==> src/rtl/tswr_pkg.sv <==
package tswr_pkg;

   localparam int CODE_W = 3;
   localparam int SEQ_W  = 3;
   localparam int PAY_W  = 24;

   // Field positions are fixed by the word format: code 31:29, seq 28:26,
   // start 25, overflow 24, payload 23:0.
   typedef struct packed {
      logic [CODE_W-1:0] code;
      logic [SEQ_W-1:0]  seq;
      logic              start;
      logic              ovf;
      logic [PAY_W-1:0]  payload;
   } uword_t;

   function automatic int chan_idx_w(input int n);
      return (n > 1) ? $clog2(n) : 1;
   endfunction

endpackage

==> src/rtl/tswr_decode.sv <==
module tswr_decode
   import tswr_pkg::*;
#(
   parameter int NUM_CH = 4
) (
   input  logic [31:0]       word,
   output logic [NUM_CH-1:0] sel,
   output logic              hit,
   output logic              start,
   output logic              ovf,
   output logic [SEQ_W-1:0]  seq,
   output logic [PAY_W-1:0]  payload
);

   uword_t wd;
   assign wd = uword_t'(word);

   for (genvar i = 0; i < NUM_CH; i++) begin : g_sel
      assign sel[i] = (wd.code == CODE_W'(i + 1));
   end

   assign hit     = |sel;
   assign start   = wd.start;
   assign ovf     = wd.ovf;
   assign seq     = wd.seq;
   assign payload = wd.payload;

endmodule

==> src/rtl/tswr_chan.sv <==
module tswr_chan
   import tswr_pkg::*;
#(
   parameter int WORDS_PER_PKT = 63
) (
   input  logic             clk,
   input  logic             rst_n,
   input  logic             take,
   input  logic             w_start,
   input  logic             w_ovf,
   input  logic [SEQ_W-1:0] w_seq,
   input  logic [PAY_W-1:0] w_payload,
   output logic             can_take,
   output logic             ovf_ev,
   output logic             loss_ev,
   output logic             o_valid,
   input  logic             o_ready,
   output logic [7:0]       o_data,
   output logic             o_sop,
   output logic             o_eop
);

   localparam int WCW = $clog2(WORDS_PER_PKT);
   localparam logic [WCW-1:0] LAST_W = WCW'(WORDS_PER_PKT - 1);

   logic [WCW-1:0]   wcnt_q, widx_q, cur;
   logic [1:0]       remain_q, kidx_q;
   logic [PAY_W-1:0] sh_q;
   logic [SEQ_W-1:0] ref_q;
   logic             ref_v_q;
   logic             kept, last, orphan;

   assign cur    = w_start ? '0 : wcnt_q;
   assign last   = (cur == LAST_W);
   assign orphan = !w_start && (wcnt_q == '0);
   assign kept   = take && !orphan;

   // A word that will be dropped never needs the serializer.
   assign can_take = orphan || (remain_q == 2'd0);

   assign ovf_ev  = kept && w_ovf;
   assign loss_ev = kept && ref_v_q && (w_seq != SEQ_W'(ref_q + SEQ_W'(1)));

   always_ff @(posedge clk) begin
      if (!rst_n) begin
         wcnt_q   <= '0;
         widx_q   <= '0;
         remain_q <= 2'd0;
         kidx_q   <= 2'd0;
         sh_q     <= '0;
         ref_q    <= '0;
         ref_v_q  <= 1'b0;
      end else if (kept) begin
         wcnt_q   <= last ? '0 : WCW'(cur + WCW'(1));
         widx_q   <= cur;
         remain_q <= last ? 2'd2 : 2'd3;
         kidx_q   <= 2'd0;
         sh_q     <= w_payload;
         ref_q    <= w_seq;
         ref_v_q  <= 1'b1;
      end else if (o_valid && o_ready) begin
         remain_q <= remain_q - 2'd1;
         kidx_q   <= kidx_q + 2'd1;
      end
   end

   always_comb begin
      unique case (kidx_q)
         2'd0:    o_data = sh_q[23:16];
         2'd1:    o_data = sh_q[15:8];
         default: o_data = sh_q[7:0];
      endcase
   end

   assign o_valid = (remain_q != 2'd0);
   assign o_sop   = o_valid && (widx_q == '0) && (kidx_q == 2'd0);
   assign o_eop   = o_valid && (widx_q == LAST_W) && (kidx_q == 2'd1);

endmodule

==> src/rtl/tswr_events.sv <==
module tswr_events #(
   parameter int NUM_CH = 4,
   parameter int CHW    = 2
) (
   input  logic              clk,
   input  logic              rst_n,
   input  logic [NUM_CH-1:0] ovf_ev,
   input  logic [NUM_CH-1:0] loss_ev,
   input  logic [NUM_CH-1:0] clr,
   output logic              ovf_pulse,
   output logic [CHW-1:0]    ovf_chan,
   output logic              loss_pulse,
   output logic [CHW-1:0]    loss_chan,
   output logic [NUM_CH-1:0] sticky_ovf,
   output logic [NUM_CH-1:0] sticky_loss
);

   logic [CHW-1:0] ovf_idx, loss_idx;

   // At most one word is accepted per cycle, so at most one bit is set.
   always_comb begin
      ovf_idx  = '0;
      loss_idx = '0;
      for (int i = 0; i < NUM_CH; i++) begin
         if (ovf_ev[i])  ovf_idx  = CHW'(i);
         if (loss_ev[i]) loss_idx = CHW'(i);
      end
   end

   always_ff @(posedge clk) begin
      if (!rst_n) begin
         ovf_pulse  <= 1'b0;
         ovf_chan   <= '0;
         loss_pulse <= 1'b0;
         loss_chan  <= '0;
      end else begin
         ovf_pulse  <= |ovf_ev;
         ovf_chan   <= ovf_idx;
         loss_pulse <= |loss_ev;
         loss_chan  <= loss_idx;
      end
   end

   for (genvar i = 0; i < NUM_CH; i++) begin : g_sticky
      always_ff @(posedge clk) begin
         if (!rst_n) begin
            sticky_ovf[i]  <= 1'b0;
            sticky_loss[i] <= 1'b0;
         end else begin
            sticky_ovf[i]  <= ovf_ev[i]  || (sticky_ovf[i]  && !clr[i]);
            sticky_loss[i] <= loss_ev[i] || (sticky_loss[i] && !clr[i]);
         end
      end
   end

endmodule

==> src/rtl/tswr_reasm.sv <==
module tswr_reasm
   import tswr_pkg::*;
#(
   parameter int NUM_CH        = 4,
   parameter int WORDS_PER_PKT = 63,
   parameter int CHW           = tswr_pkg::chan_idx_w(NUM_CH)
) (
   input  logic                clk,
   input  logic                rst_n,
   input  logic                in_valid,
   output logic                in_ready,
   input  logic [31:0]         in_word,
   output logic [NUM_CH-1:0]   out_valid,
   input  logic [NUM_CH-1:0]   out_ready,
   output logic [8*NUM_CH-1:0] out_data,
   output logic [NUM_CH-1:0]   out_sop,
   output logic [NUM_CH-1:0]   out_eop,
   output logic                ovf_pulse,
   output logic [CHW-1:0]      ovf_chan,
   output logic                loss_pulse,
   output logic [CHW-1:0]      loss_chan,
   output logic [NUM_CH-1:0]   sticky_ovf,
   output logic [NUM_CH-1:0]   sticky_loss,
   input  logic [NUM_CH-1:0]   status_clr
);

   localparam int PKT_BYTES = 3 * WORDS_PER_PKT - 1;

   if (NUM_CH < 1 || NUM_CH > 7) begin : g_bad_nch
      $error("NUM_CH must lie in 1..7 to fit the 3-bit channel code");
   end
   if (WORDS_PER_PKT < 2) begin : g_bad_wpp
      $error("WORDS_PER_PKT must be at least 2");
   end
   if (PKT_BYTES < 5) begin : g_bad_len
      $error("packet length too short");
   end

   logic [NUM_CH-1:0] sel, can_take, take, ovf_ev, loss_ev;
   logic              hit, w_start, w_ovf;
   logic [SEQ_W-1:0]  w_seq;
   logic [PAY_W-1:0]  w_payload;

   tswr_decode #(.NUM_CH(NUM_CH)) u_dec (
      .word    (in_word),
      .sel     (sel),
      .hit     (hit),
      .start   (w_start),
      .ovf     (w_ovf),
      .seq     (w_seq),
      .payload (w_payload)
   );

   assign in_ready = !hit || |(sel & can_take);
   assign take     = sel & {NUM_CH{in_valid && in_ready}};

   for (genvar i = 0; i < NUM_CH; i++) begin : g_ch
      tswr_chan #(.WORDS_PER_PKT(WORDS_PER_PKT)) u_chan (
         .clk       (clk),
         .rst_n     (rst_n),
         .take      (take[i]),
         .w_start   (w_start),
         .w_ovf     (w_ovf),
         .w_seq     (w_seq),
         .w_payload (w_payload),
         .can_take  (can_take[i]),
         .ovf_ev    (ovf_ev[i]),
         .loss_ev   (loss_ev[i]),
         .o_valid   (out_valid[i]),
         .o_ready   (out_ready[i]),
         .o_data    (out_data[8*i +: 8]),
         .o_sop     (out_sop[i]),
         .o_eop     (out_eop[i])
      );
   end

   tswr_events #(.NUM_CH(NUM_CH), .CHW(CHW)) u_evt (
      .clk         (clk),
      .rst_n       (rst_n),
      .ovf_ev      (ovf_ev),
      .loss_ev     (loss_ev),
      .clr         (status_clr),
      .ovf_pulse   (ovf_pulse),
      .ovf_chan    (ovf_chan),
      .loss_pulse  (loss_pulse),
      .loss_chan   (loss_chan),
      .sticky_ovf  (sticky_ovf),
      .sticky_loss (sticky_loss)
   );

endmodule

==> config.mk <==
export PLATFORM = sky130hd
export DESIGN_NAME = tswr_reasm
export DESIGN_NICKNAME = d
export VERILOG_FILES = /design/src/rtl/tswr_pkg.sv /design/src/rtl/tswr_decode.sv /design/src/rtl/tswr_chan.sv /design/src/rtl/tswr_events.sv /design/src/rtl/tswr_reasm.sv
export SDC_FILE = /design/constraint.sdc
export NUM_CORES = 1
export LEC_CHECK = 0
export BUFFER_PORTS_ARGS = -buffer_cell sky130_fd_sc_hd__buf_2
export CAP_MARGIN = 10
export CORE_ASPECT_RATIO = 1.1
export CORE_MARGIN = 4
export CORE_UTILIZATION = 58
export CTS_CLUSTER_DIAMETER = 60
export DETAILED_ROUTE_END_ITERATION = 8
export HOLD_SLACK_MARGIN = 0.08
export PLACE_DENSITY = 0.84
export SETUP_SLACK_MARGIN = 0.4
export SLEW_MARGIN = 30
export SYNTH_ARGS = -nofsm -noshare
export SYNTH_HDL_FRONTEND = slang
export SYNTH_SLANG_ARGS = --single-unit
==> constraint.sdc <==
create_clock -name clk -period 3.3 [get_ports clk]
set_input_delay 0.825 -clock clk [delete_from_list [all_inputs] [get_ports clk]]
set_output_delay 0.825 -clock clk [all_outputs]
set_load 0.1 [all_outputs]
==> impl_metrics.csv, run 1 <==
group,metric,value,unit
clock_network,cts.sinks,190,
global_routing,use_met2,44.2,%
logic_synthesis,syn_area,0.00866,sq mm
sta,worst_pin_slew,0.655,ns
sta,max_slew_margin,56.3,%
placement,port_buffers,101,
run,drv_cap,0,
drt,routed_wl,21700,microns
clock_network,clockRootBuffer,"clkbuf_16",
final_layout,final_net_count,1130,
drt,first_iter_violations,605,
power_and_ir_drop,combPwrFrac,17.7,%
global_routing,grt_pass1_vias,6955,
worst_setup_path,cp.required,2.47,ns
floorplan,dieHeight,136,microns
final_layout,final_common_cell,"dfxtp_1",
power_and_ir_drop,power_frac_seq,45.8,%
logic_synthesis,avgSynthCellArea,8.79,sq um
worst_setup_path,critPathMaxStageDelay,0.47,ns
power_and_ir_drop,swShare,31.2,%
global_routing,grt_antenna_before_repair,1,
logic_synthesis,ys_ff_latch,190,
logic_synthesis,yosys_warnings,0,
drt,wire_per_inst,17.1,microns
power_and_ir_drop,p_clk_share,36.6,%
hold_path,hold_path_class,"reg -> reg",
sta,period_needed,2.86,ns
sta,period_share,86.6,%
sta,maxSlewViolCount,0,
status,status,"finished, final reports clean",
power_and_ir_drop,cellLeakagePower,0.00494,uW
logic_synthesis,async_reset_ff_share,0,%
global_routing,grt_max_degree,88,
floorplan,initial_core_util,59.7,%
placement,gp_congestion,0.901,
final_layout,nFillCells,1175,
drt,via_count,7259,
worst_setup_path,endpoint_kind,"primary output",
drt,viasPerCell,5.72,
power_and_ir_drop,p_int,3550,uW
sta,worst_clock_skew,0.0135,ns
drt,drc,0,
floorplan,ios,102,
logic_synthesis,ys.flop_type,"dfxtp_1",
sta,hold_violations,0,
worst_setup_path,cp_max_fo,10,
logic_synthesis,syn_nets,1052,
clock_network,numCtsBuffers,17,
power_and_ir_drop,power.density,513,mW/mm^2
worst_setup_path,start_kind,"flop",
sta,setup_viol,0,
final_layout,final_cell_mix,"190 x dfxtp_1, 163 x nor2_1, 122 x mux2i_1, 104 x nand2_1, 67 x buf_2",
global_routing,grt_pass1_wl,34500,microns
global_routing,grt_usage,25.3,%
global_routing,use_met1,29.3,%
worst_setup_path,path_delay_family,"adder cells",
floorplan,rows,46,
final_layout,syn2layout_area_growth,16.2,%
sta,tns,0,ns
logic_synthesis,synth_seq_area_share,43.9,%
global_routing,overflow,0,
clock_network,htree_levels,4,
final_layout,drive_gt1_share,17.5,%
placement,place_hpwl,15200,microns
sta,worst_hold_slack,0.460,ns
global_routing,grt.busiest_layer,"met2",
worst_setup_path,path_class,"reg -> out",
floorplan,core_area,0.0145,sq mm
drt,drtPass1Iterations,5,
power_and_ir_drop,ir_drop,401,uV
floorplan,die_area,0.0170,sq mm
floorplan,die_w,125,microns
logic_synthesis,synth-edff-count,0,
logic_synthesis,synth_cell_types,50,
final_layout,diodes,0,
worst_setup_path,arrival,2.03,ns
worst_setup_path,path_cells,"ha_1, nand3_1, nor2_1, buf_2",
sta,rsz0062_at_grt,"yes",
clock_network,cts_tree,"built",
logic_synthesis,synth_cells,985,
drt,ant_nets,0,
global_routing,gr-usage-met3,7.27,%
clock_network,cts_buffer_depth,2,
clock_network,cts.clk_slew.worst_paths,0.07,ns
worst_setup_path,slowest_stage,"ha_1",
sta,fmax,0.350,GHz
clock_network,clock_latency,0.44,ns
worst_setup_path,worst-path-buf-inv,1,
power_and_ir_drop,switchingPower,1610,uW
area by class of cell:
class	instances	area [sq um]	area share, %
Tap cell	192	240	2.39
Clock inverter	13	86.3	0.858
Multi-Input combinational cell	683	4470	44.4
Clock buffer	19	443	4.40
Inverter	42	164	1.63
Sequential cell	190	3800	37.8
Timing Repair Buffer	129	863	8.58
worst register-to-register path, delay by kind of cell, from the launching register on:
| kind | cells | cell delay [ns] |
|---|---|---|
| flip-flops | 1 | 0.34 |
| multiplexers | 1 | 0.28 |
| adder cells (fa/ha/maj) | 1 | 0.27 |
| AND/OR/NAND/NOR | 1 | 0.07 |
| buffers and inverters | 4 | 0.97 |
| AO/OA/AOI/OAI | 3 | 0.54 |
registers in the layout, indices dropped and copies added (netlist names), 4 cells and up:
name	cells
g_ch.u_chan.ref_v_q	4
u_evt.sticky_ovf	4
g_ch.u_chan.widx_q	24
g_ch.u_chan.kidx_q	8
g_ch.u_chan.sh_q	96
g_ch.u_chan.wcnt_q	24
g_ch.u_chan.ref_q	12
u_evt.sticky_loss	4
g_ch.u_chan.remain_q	8
worst paths after layout:
| kind | start | endpoint | slack, ns | depth (start not counted) |
|---|---|---|---|---|
| worst max-delay path | g_ch[0].u_chan.kidx_q[0] | out_eop[0] | 0.44 | 4 |
| worst min-delay path | g_ch[0].u_chan.ref_v_q | g_ch[0].u_chan.ref_v_q | 0.46 | 2 |
| worst max register to register | g_ch[1].u_chan.remain_q[0] | g_ch[0].u_chan.sh_q[15] | 0.72 | 10 |
| worst min register to register | g_ch[0].u_chan.ref_v_q | g_ch[0].u_chan.ref_v_q | 0.46 | 2 |
synthesized netlist by cell type (2+ instances only):
cell type  number  area (sq um)
xnor3_1         2          45.0
a211oi_1        3          22.5
nor2_1        168           631
a311o_1         4          40.0
nand4_1        11          68.8
dfxtp_1       190          3800
and4b_1         4          40.0
o22ai_1         4          25.0
clkbuf_1       37           139
inv_1          42           158
xnor2_1        14           123
and2_1          8          50.1
o221a_2         2          22.5
ha_1           24           300
and3_1          4          25.0
nand2_1       104           390
nor3_1         12          60.1
a221o_1        10           100
nand3_1        18          90.1
nor2b_1        19           119
buf_1           6          22.5
a22oi_1        32           240
buf_4          12          90.1
a21oi_1        42           210
or3_1          10          62.6
o2bb2ai_1       2          17.5
a2bb2oi_1       3          26.3
nor4_1         15          93.8
o21ai_0        12          60.1
xor2_1          6          52.6
buf_2          15          75.1
mux2i_1       122          1220
or2_2           6          37.5
o211ai_1        6          45.0
per-stage QoR:
stage               setup slack [ns]  instances  power (uW)  instance area [sq um]  util, %
detailed placement             0.107       1234        3290                   9360     64.5
CTS                            0.383       1266        5160                   9990     68.9
floorplan                      0.415        985        3090                   8660        -
global route                   0.371       1268        5340                  10100     69.4
finish                         0.442       1268        5170                  10100     69.4
global placement               0.198       1234        3270                   9360     64.5
routing by layer:
layer / share of wire (%) / vias up
met5: 0.032 / -
met4: 2.6 / 2
met2: 50 / 246
met1: 41 / 3416
li1: - / 3544
met3: 6.2 / 51
repair_timing:
| item | CTS | global route |
|---|---|---|
| buffers inserted | 0 | 2 |
| setup endpoints to repair | 33 | 26 |
| endpoints found under the hold margin | 0 | 0 |
| resized for setup | 34 | 18 |
| pin swaps | 1 | 1 |
| hold buffers | 0 | 0 |
power by group through the flow:
stage	Combinational [uW]	Clock [uW]	Sequential, uW
after detailed placement	868	0	2420
after global placement	855	0	2410
after CTS	896	1900	2370
after floorplan	678	0	2420
after global routing	962	2010	2370
final	912	1890	2370
cells by family (layout without fill, tap and decap cells):
kind of cell             Yosys count  count (layout)  synth area share (%)
AO/OA/AOI/OAI                    131             131                  10.7
XOR/XNOR                          22              22                  2.54
adder cells (fa/ha/maj)           24              24                  3.47
buffers and inverters            112             203                  5.59
flip-flops                       190             190                  43.9
multiplexers                     122             122                  14.1
AND/OR/NAND/NOR                  384             384                  19.7
Power figures use the tool's default switching activity.
==> run 2: changes to the inputs <==
--- a/config.mk
+++ b/config.mk
@@ -9,11 +9,11 @@
 export CAP_MARGIN = 10
 export CORE_ASPECT_RATIO = 1.1
 export CORE_MARGIN = 4
-export CORE_UTILIZATION = 58
+export CORE_UTILIZATION = 53
 export CTS_CLUSTER_DIAMETER = 60
 export DETAILED_ROUTE_END_ITERATION = 8
 export HOLD_SLACK_MARGIN = 0.08
-export PLACE_DENSITY = 0.84
+export PLACE_DENSITY = 0.81
 export SETUP_SLACK_MARGIN = 0.4
 export SLEW_MARGIN = 30
 export SYNTH_ARGS = -nofsm -noshare
==> constraint.sdc (replaced) <==
create_clock -name clk -period 2.55 [get_ports clk]
set_input_delay 0.6375 -clock clk [delete_from_list [all_inputs] [get_ports clk]]
set_output_delay 0.6375 -clock clk [all_outputs]
set_load 0.1 [all_outputs]
==> run 2 against run 1 <==
Net effect: the flow now finishes with violations (setup timing); routed wire length grew 63%; sequential power up 30%; count of clock-buffer cells in the layout is 4 higher; cell count increased by 8.4%; clock power up 52%; core utilization increased by 16 points; critical endpoint is now g_ch[1].u_chan.sh_q[0]; largest cell class unchanged; largest power group unchanged; highest routed layer unchanged.
==> impl_metrics.csv, run 2 (same netlist as run 1, synthesis figures left out) <==
group,metric,value,unit
sta,worst_clock_skew,0.00948,ns
drt,viasPerCell,6.48,
power_and_ir_drop,combPwrFrac,25.5,%
power_and_ir_drop,switchingPower,2570,uW
status,failed_checks,"setup timing",
floorplan,die_area,0.0185,sq mm
clock_network,cts_hold_buf,0,
floorplan,dieHeight,142,microns
worst_setup_path,cp_max_fo,7,
floorplan,ios,102,
final_layout,reg_top3,"g_ch.u_chan.sh_q x96, g_ch.u_chan.wcnt_q x24, g_ch.u_chan.widx_q x24",
sta,hold_violations,0,
power_and_ir_drop,power.density,590,mW/mm^2
clock_network,cts.clk_slew.worst_paths,0.07,ns
clock_network,numCtsBuffers,17,
final_layout,final_common_cell,"dfxtp_1",
placement,place_ws,-0.137,ns
sta,period_needed,2.66,ns
worst_setup_path,arrival,2.99,ns
final_layout,nFillCells,698,
worst_setup_path,start_kind,"flop",
global_routing,grt_usage,29.2,%
final_layout,largest-register,"g_ch.u_chan.sh_q",
sta,period_share,104,%
clock_network,cts_tree,"built",
worst_setup_path,cp.required,2.88,ns
placement,port_buffers,101,
drt,first_iter_violations,975,
sta,setup_slack,-0.110,ns
floorplan,initial_core_util,54.6,%
sta,rsz0062_at_grt,"yes",
sta,max_slew_margin,52.1,%
sta,maxSlewViolCount,0,
status,status,"finished with violations",
final_layout,syn2layout_area_growth,56.8,%
sta,fmax,0.376,GHz
floorplan,rows,48,
placement,place_hpwl,16200,microns
worst_setup_path,path_class,"reg -> reg",
global_routing,grt_max_degree,93,
power_and_ir_drop,swShare,32.0,%
final_layout,ff_latch_area,0.00385,sq mm
clock_network,clock_latency,0.45,ns
drt,drtPass1Iterations,6,
power_and_ir_drop,p_clk_share,35.9,%
final_layout,final_area,0.0136,sq mm
placement,placedInstanceArea,0.0105,sq mm
hold_path,hold_path_class,"in -> reg",
run,drv_cap,0,
power_and_ir_drop,cellLeakagePower,0.00628,uW
sta,setup_viol,9,
sta,worst_pin_slew,0.716,ns
final_layout,largest_register_ffs,96,
drt,routed_wl,35400,microns
clock_network,htree_levels,4,
sta,worst_hold_slack,0.474,ns
worst_setup_path,endpoint_kind,"flop",
global_routing,grt_antenna_before_repair,1,
clock_network,cts.sinks,190,
global_routing,overflow,0,
global_routing,grt_pass1_wl,42300,microns
floorplan,die_w,130,microns
drt,drc,0,
clock_network,clockRootBuffer,"clkbuf_16",
drt,via_count,8908,
final_layout,multi_input_area,0.00600,sq mm
power_and_ir_drop,p_int,5450,uW
global_routing,grt_pass1_vias,8081,
final_layout,final_net_count,1227,
final_layout,final_cell_mix,"160 x dfxtp_1, 146 x nor2_1, 102 x mux2i_1, 65 x nand2_4, 59 x buf_12",
drt,ant_nets,0,
clock_network,cts_buffer_depth,2,
power_and_ir_drop,ir_drop,441,uV
final_layout,drive_gt1_share,46.6,%
floorplan,core_area,0.0159,sq mm
placement,gp_congestion,0.901,
power_and_ir_drop,power_frac_seq,38.6,%
drt,wire_per_inst,25.8,microns
run 2: cell count changes in the layout (fill, tap and decap cells not counted), sizes merged, moves of 2 or more:
| cell | previous run | this run |
|---|---|---|
| buf | 117 | 219 |
| clkinv | 7 | 2 |
| inv | 46 | 41 |
| bufinv | 0 | 3 |
| clkinvlp | 2 | 5 |
| diode | 0 | 2 |
run 2: path summary, 6_finish.rpt:
| path | from | endpoint | slack, ns | cells after the start |
|---|---|---|---|---|
| worst min register to register | g_ch[0].u_chan.ref_v_q | g_ch[0].u_chan.ref_v_q | 0.49 | 2 |
| worst max-delay path | g_ch[2].u_chan.wcnt_q[3] | g_ch[1].u_chan.sh_q[0] | -0.11 | 11 |
| worst max register to register | g_ch[2].u_chan.wcnt_q[3] | g_ch[1].u_chan.sh_q[0] | -0.11 | 11 |
| worst min-delay path | status_clr[3] | u_evt.sticky_loss[3] | 0.47 | 4 |
run 2: area by class of cell:
class                      instances  share of cell area [%]
tap                              200                    1.84
antenna                            2                  0.0369
timing repair buffer             226                    19.8
inverter                          42                    1.30
clock buffer                      23                    3.52
sequential                       190                    28.4
clock inverter                     9                   0.986
multi-input combinational        683                    44.2
run 2: routing by layer:
layer | share of wire [%] | global-route usage (%) | vias to the layer above
met5 | 0.034 | 0 | -
met4 | 8.1 | 12.9 | 2
met3 | 8.6 | 5.67 | 237
met2 | 49 | 51.8 | 673
met1 | 34 | 34.0 | 4269
li1 | - | - | 3727
run 2: power groups by stage:
stage | clock [uW] | combinational (uW) | sequential, uW
6_report | 2880 | 2040 | 3090
3_5_place_dp | 0 | 1230 | 3130
5_1_grt | 3000 | 2090 | 3100
3_3_place_gp | 0 | 1210 | 3120
2_1_floorplan | 0 | 903 | 3130
4_1_cts | 2770 | 1700 | 3080
run 2: worst max-delay path, stage by stage, from the launching register on:
cell and delay (ns):
dfxtp_2 0.34, nor4_4 0.37, a211oi_4 0.12, o32ai_4 0.33, buf_4 0.17, buf_6 0.13
o211ai_1 0.09, buf_4 0.21, buf_12 0.16, buf_12 0.15, mux2i_1 0.16, nor2_1 0.30
run 2: what timing repair did:
item	CTS	global route
endpoints found under the setup margin	222	231
gates resized for setup	231	219
gates cloned	2	9
buffers inserted	23	33
pin swaps	70	83
run 2: stage by stage:
step / power (uW) / TNS (ns) / instances / utilization (%)
2_1_floorplan: 4030 / 0 / 985 / -
3_3_place_gp: 4330 / -0.307 / 1274 / 66.1
3_5_place_dp: 4350 / -3.60 / 1274 / 66.1
4_1_cts: 7550 / 0 / 1331 / 77.1
5_1_grt: 8180 / -1.05 / 1373 / 85.6
6_report: 8020 / -0.305 / 1375 / 85.7
==> run 3: changes to the inputs <==
--- a/config.mk
+++ b/config.mk
@@ -9,11 +9,11 @@
 export CAP_MARGIN = 10
 export CORE_ASPECT_RATIO = 1.1
 export CORE_MARGIN = 4
-export CORE_UTILIZATION = 53
+export CORE_UTILIZATION = 63
 export CTS_CLUSTER_DIAMETER = 60
 export DETAILED_ROUTE_END_ITERATION = 8
 export HOLD_SLACK_MARGIN = 0.08
-export PLACE_DENSITY = 0.81
+export PLACE_DENSITY = 0.9
 export SETUP_SLACK_MARGIN = 0.4
 export SLEW_MARGIN = 30
 export SYNTH_ARGS = -nofsm -noshare
==> constraint.sdc (replaced) <==
create_clock -name clk -period 3.2 [get_ports clk]
set_input_delay 0.8 -clock clk [delete_from_list [all_inputs] [get_ports clk]]
set_output_delay 0.8 -clock clk [all_outputs]
set_load 0.1 [all_outputs]
==> run 3 against run 2 <==
Net effect: flip-flop and latch count is the same; non-clock buffer count shrank 88; sequential power shrank 21%; global-route usage shrank 0.88 points; via count shrank 16%; the flow now finishes without violations; largest cell class unchanged; critical endpoint is now in_ready; setup slack gained 0.48 ns; largest power group unchanged; cell count shrank 7.7%.
==> impl_metrics.csv, run 3 (same netlist as run 1, synthesis figures left out) <==
group,metric,value,unit
final_layout,post-route-util,76.3,%
sta,period_needed,2.83,ns
sta,fmax,0.353,GHz
worst_setup_path,r2r_cells,10,
hold_path,hold_path_class,"reg -> reg",
placement,gp_congestion,0.899,
clock_network,numCtsBuffers,17,
final_layout,syn2layout_area_growth,17.4,%
placement,place_hpwl,15300,microns
worst_setup_path,endpoint_kind,"primary output",
drt,first_iter_violations,736,
hold_path,worstHoldPathCells,2,
clock_network,cts_buffer_depth,2,
worst_setup_path,cp_max_fo,7,
final_layout,drive_gt1_share,18.0,%
status,status,"finished, final reports clean",
final_layout,ff_latch_area,0.00381,sq mm
clock_network,clock_latency,0.43,ns
worst_setup_path,path_class,"reg -> out",
drt,routed_wl,22100,microns
placement,place_ws,-0.00600,ns
drt,ant_nets,0,
floorplan,die_w,120,microns
clock_network,htree_levels,4,
sta,worst_clock_skew,0.00740,ns
power_and_ir_drop,cellLeakagePower,0.00499,uW
drt,via_count,7490,
final_layout,final_cell_mix,"188 x dfxtp_1, 164 x nor2_1, 122 x mux2i_1, 104 x nand2_1, 71 x buf_2",
floorplan,die_area,0.0157,sq mm
sta,setup_viol,0,
clock_network,cts_tree,"built",
sta,max_slew_margin,52.5,%
final_layout,reg_top3,"g_ch.u_chan.sh_q x96, g_ch.u_chan.wcnt_q x24, g_ch.u_chan.widx_q x24",
worst_setup_path,arrival,2.03,ns
clock_network,cts_hold_buf,0,
drt,viasPerCell,5.90,
final_layout,final_common_cell,"dfxtp_1",
drt,drtPass1Iterations,6,
global_routing,grt_max_degree,92,
clock_network,cts.sinks,190,
floorplan,core_area,0.0133,sq mm
power_and_ir_drop,ir_drop,331,uV
final_layout,multi_input_area,0.00447,sq mm
sta,worst_hold_slack,0.457,ns
final_layout,final_net_count,1139,
final_layout,nFillCells,882,
final_layout,diodes,0,
sta,setup_slack,0.370,ns
floorplan,dieHeight,131,microns
global_routing,grt_pass1_vias,7203,
final_layout,largest_register_ffs,96,
global_routing,grt_pass1_wl,35200,microns
clock_network,clockRootBuffer,"clkbuf_16",
placement,port_buffers,101,
floorplan,ios,102,
sta,worst_pin_slew,0.712,ns
final_layout,largest-register,"g_ch.u_chan.sh_q",
floorplan,rows,44,
drt,drc,0,
drt,wire_per_inst,17.4,microns
clock_network,cts.clk_slew.worst_paths,0.07,ns
worst_setup_path,start_kind,"flop",
global_routing,grt_usage,28.3,%
global_routing,grt_antenna_before_repair,1,
sta,maxSlewViolCount,0,
sta,hold_violations,0,
power_and_ir_drop,power.density,538,mW/mm^2
global_routing,overflow,0,
run,drv_cap,0,
sta,rsz0062_at_grt,"yes",
floorplan,initial_core_util,65.0,%
worst_setup_path,cp.required,2.40,ns
sta,period_share,88.5,%
## run 3: critical path, stage by stage, from the launching register on
cell and delay [ns]:
dfxtp_4 0.38, nor4_4 0.33, a21boi_1 0.12, a31oi_2 0.30, buf_6 0.15, nor2_2 0.04
clkinvlp_4 0.09, buf_12 0.17
## run 3: timing repair
item	CTS	global route
pin swaps	2	6
setup buffers	1	7
hold endpoints to repair	0	0
endpoints found under the setup margin	60	70
gates resized for setup	31	22
gates cloned	0	0
## run 3: path summary, 6_finish.rpt
kind | start | to | slack [ns]
worst max-delay path | g_ch[3].u_chan.wcnt_q[3] | in_ready | 0.37
worst min-delay path | g_ch[2].u_chan.ref_v_q | g_ch[2].u_chan.ref_v_q | 0.46
worst max register to register | g_ch[0].u_chan.remain_q[0] | g_ch[3].u_chan.sh_q[23] | 0.56
worst min register to register | g_ch[2].u_chan.ref_v_q | g_ch[2].u_chan.ref_v_q | 0.46
## run 3: power by group
part           internal, uW  switching, uW  total, uW
clock network          1190            892       2080
logic                   248            702        950
registers              2410           28.6       2440
## run 3: routing by layer
layer  vias to the layer above  global-route usage, %  routed length [microns]
met5                         -                      0                        7
met4                         2                   14.8                      877
met3                        72                   6.03                     1550
met2                       340                   49.5                    10900
met1                      3529                   33.1                     8800
li1                       3547                      -                        -
## run 3: final cells by class
type | count | area share, %
Inverter | 42 | 1.61
Multi-Input combinational cell | 683 | 44.0
Clock buffer | 23 | 4.60
Tap cell | 184 | 2.26
Sequential cell | 190 | 37.5
Timing Repair Buffer | 138 | 9.01
Clock inverter | 9 | 1.10
## run 3: metrics by stage
step	power, uW	cell area (sq um)	std cells	setup TNS, ns
floorplan	3190	8670	985	0
global placement	3370	9360	1229	0
detailed placement	3390	9360	1229	-0.00874
CTS	5460	10000	1262	0
global route	5630	10200	1269	0
finish	5470	10200	1269	0
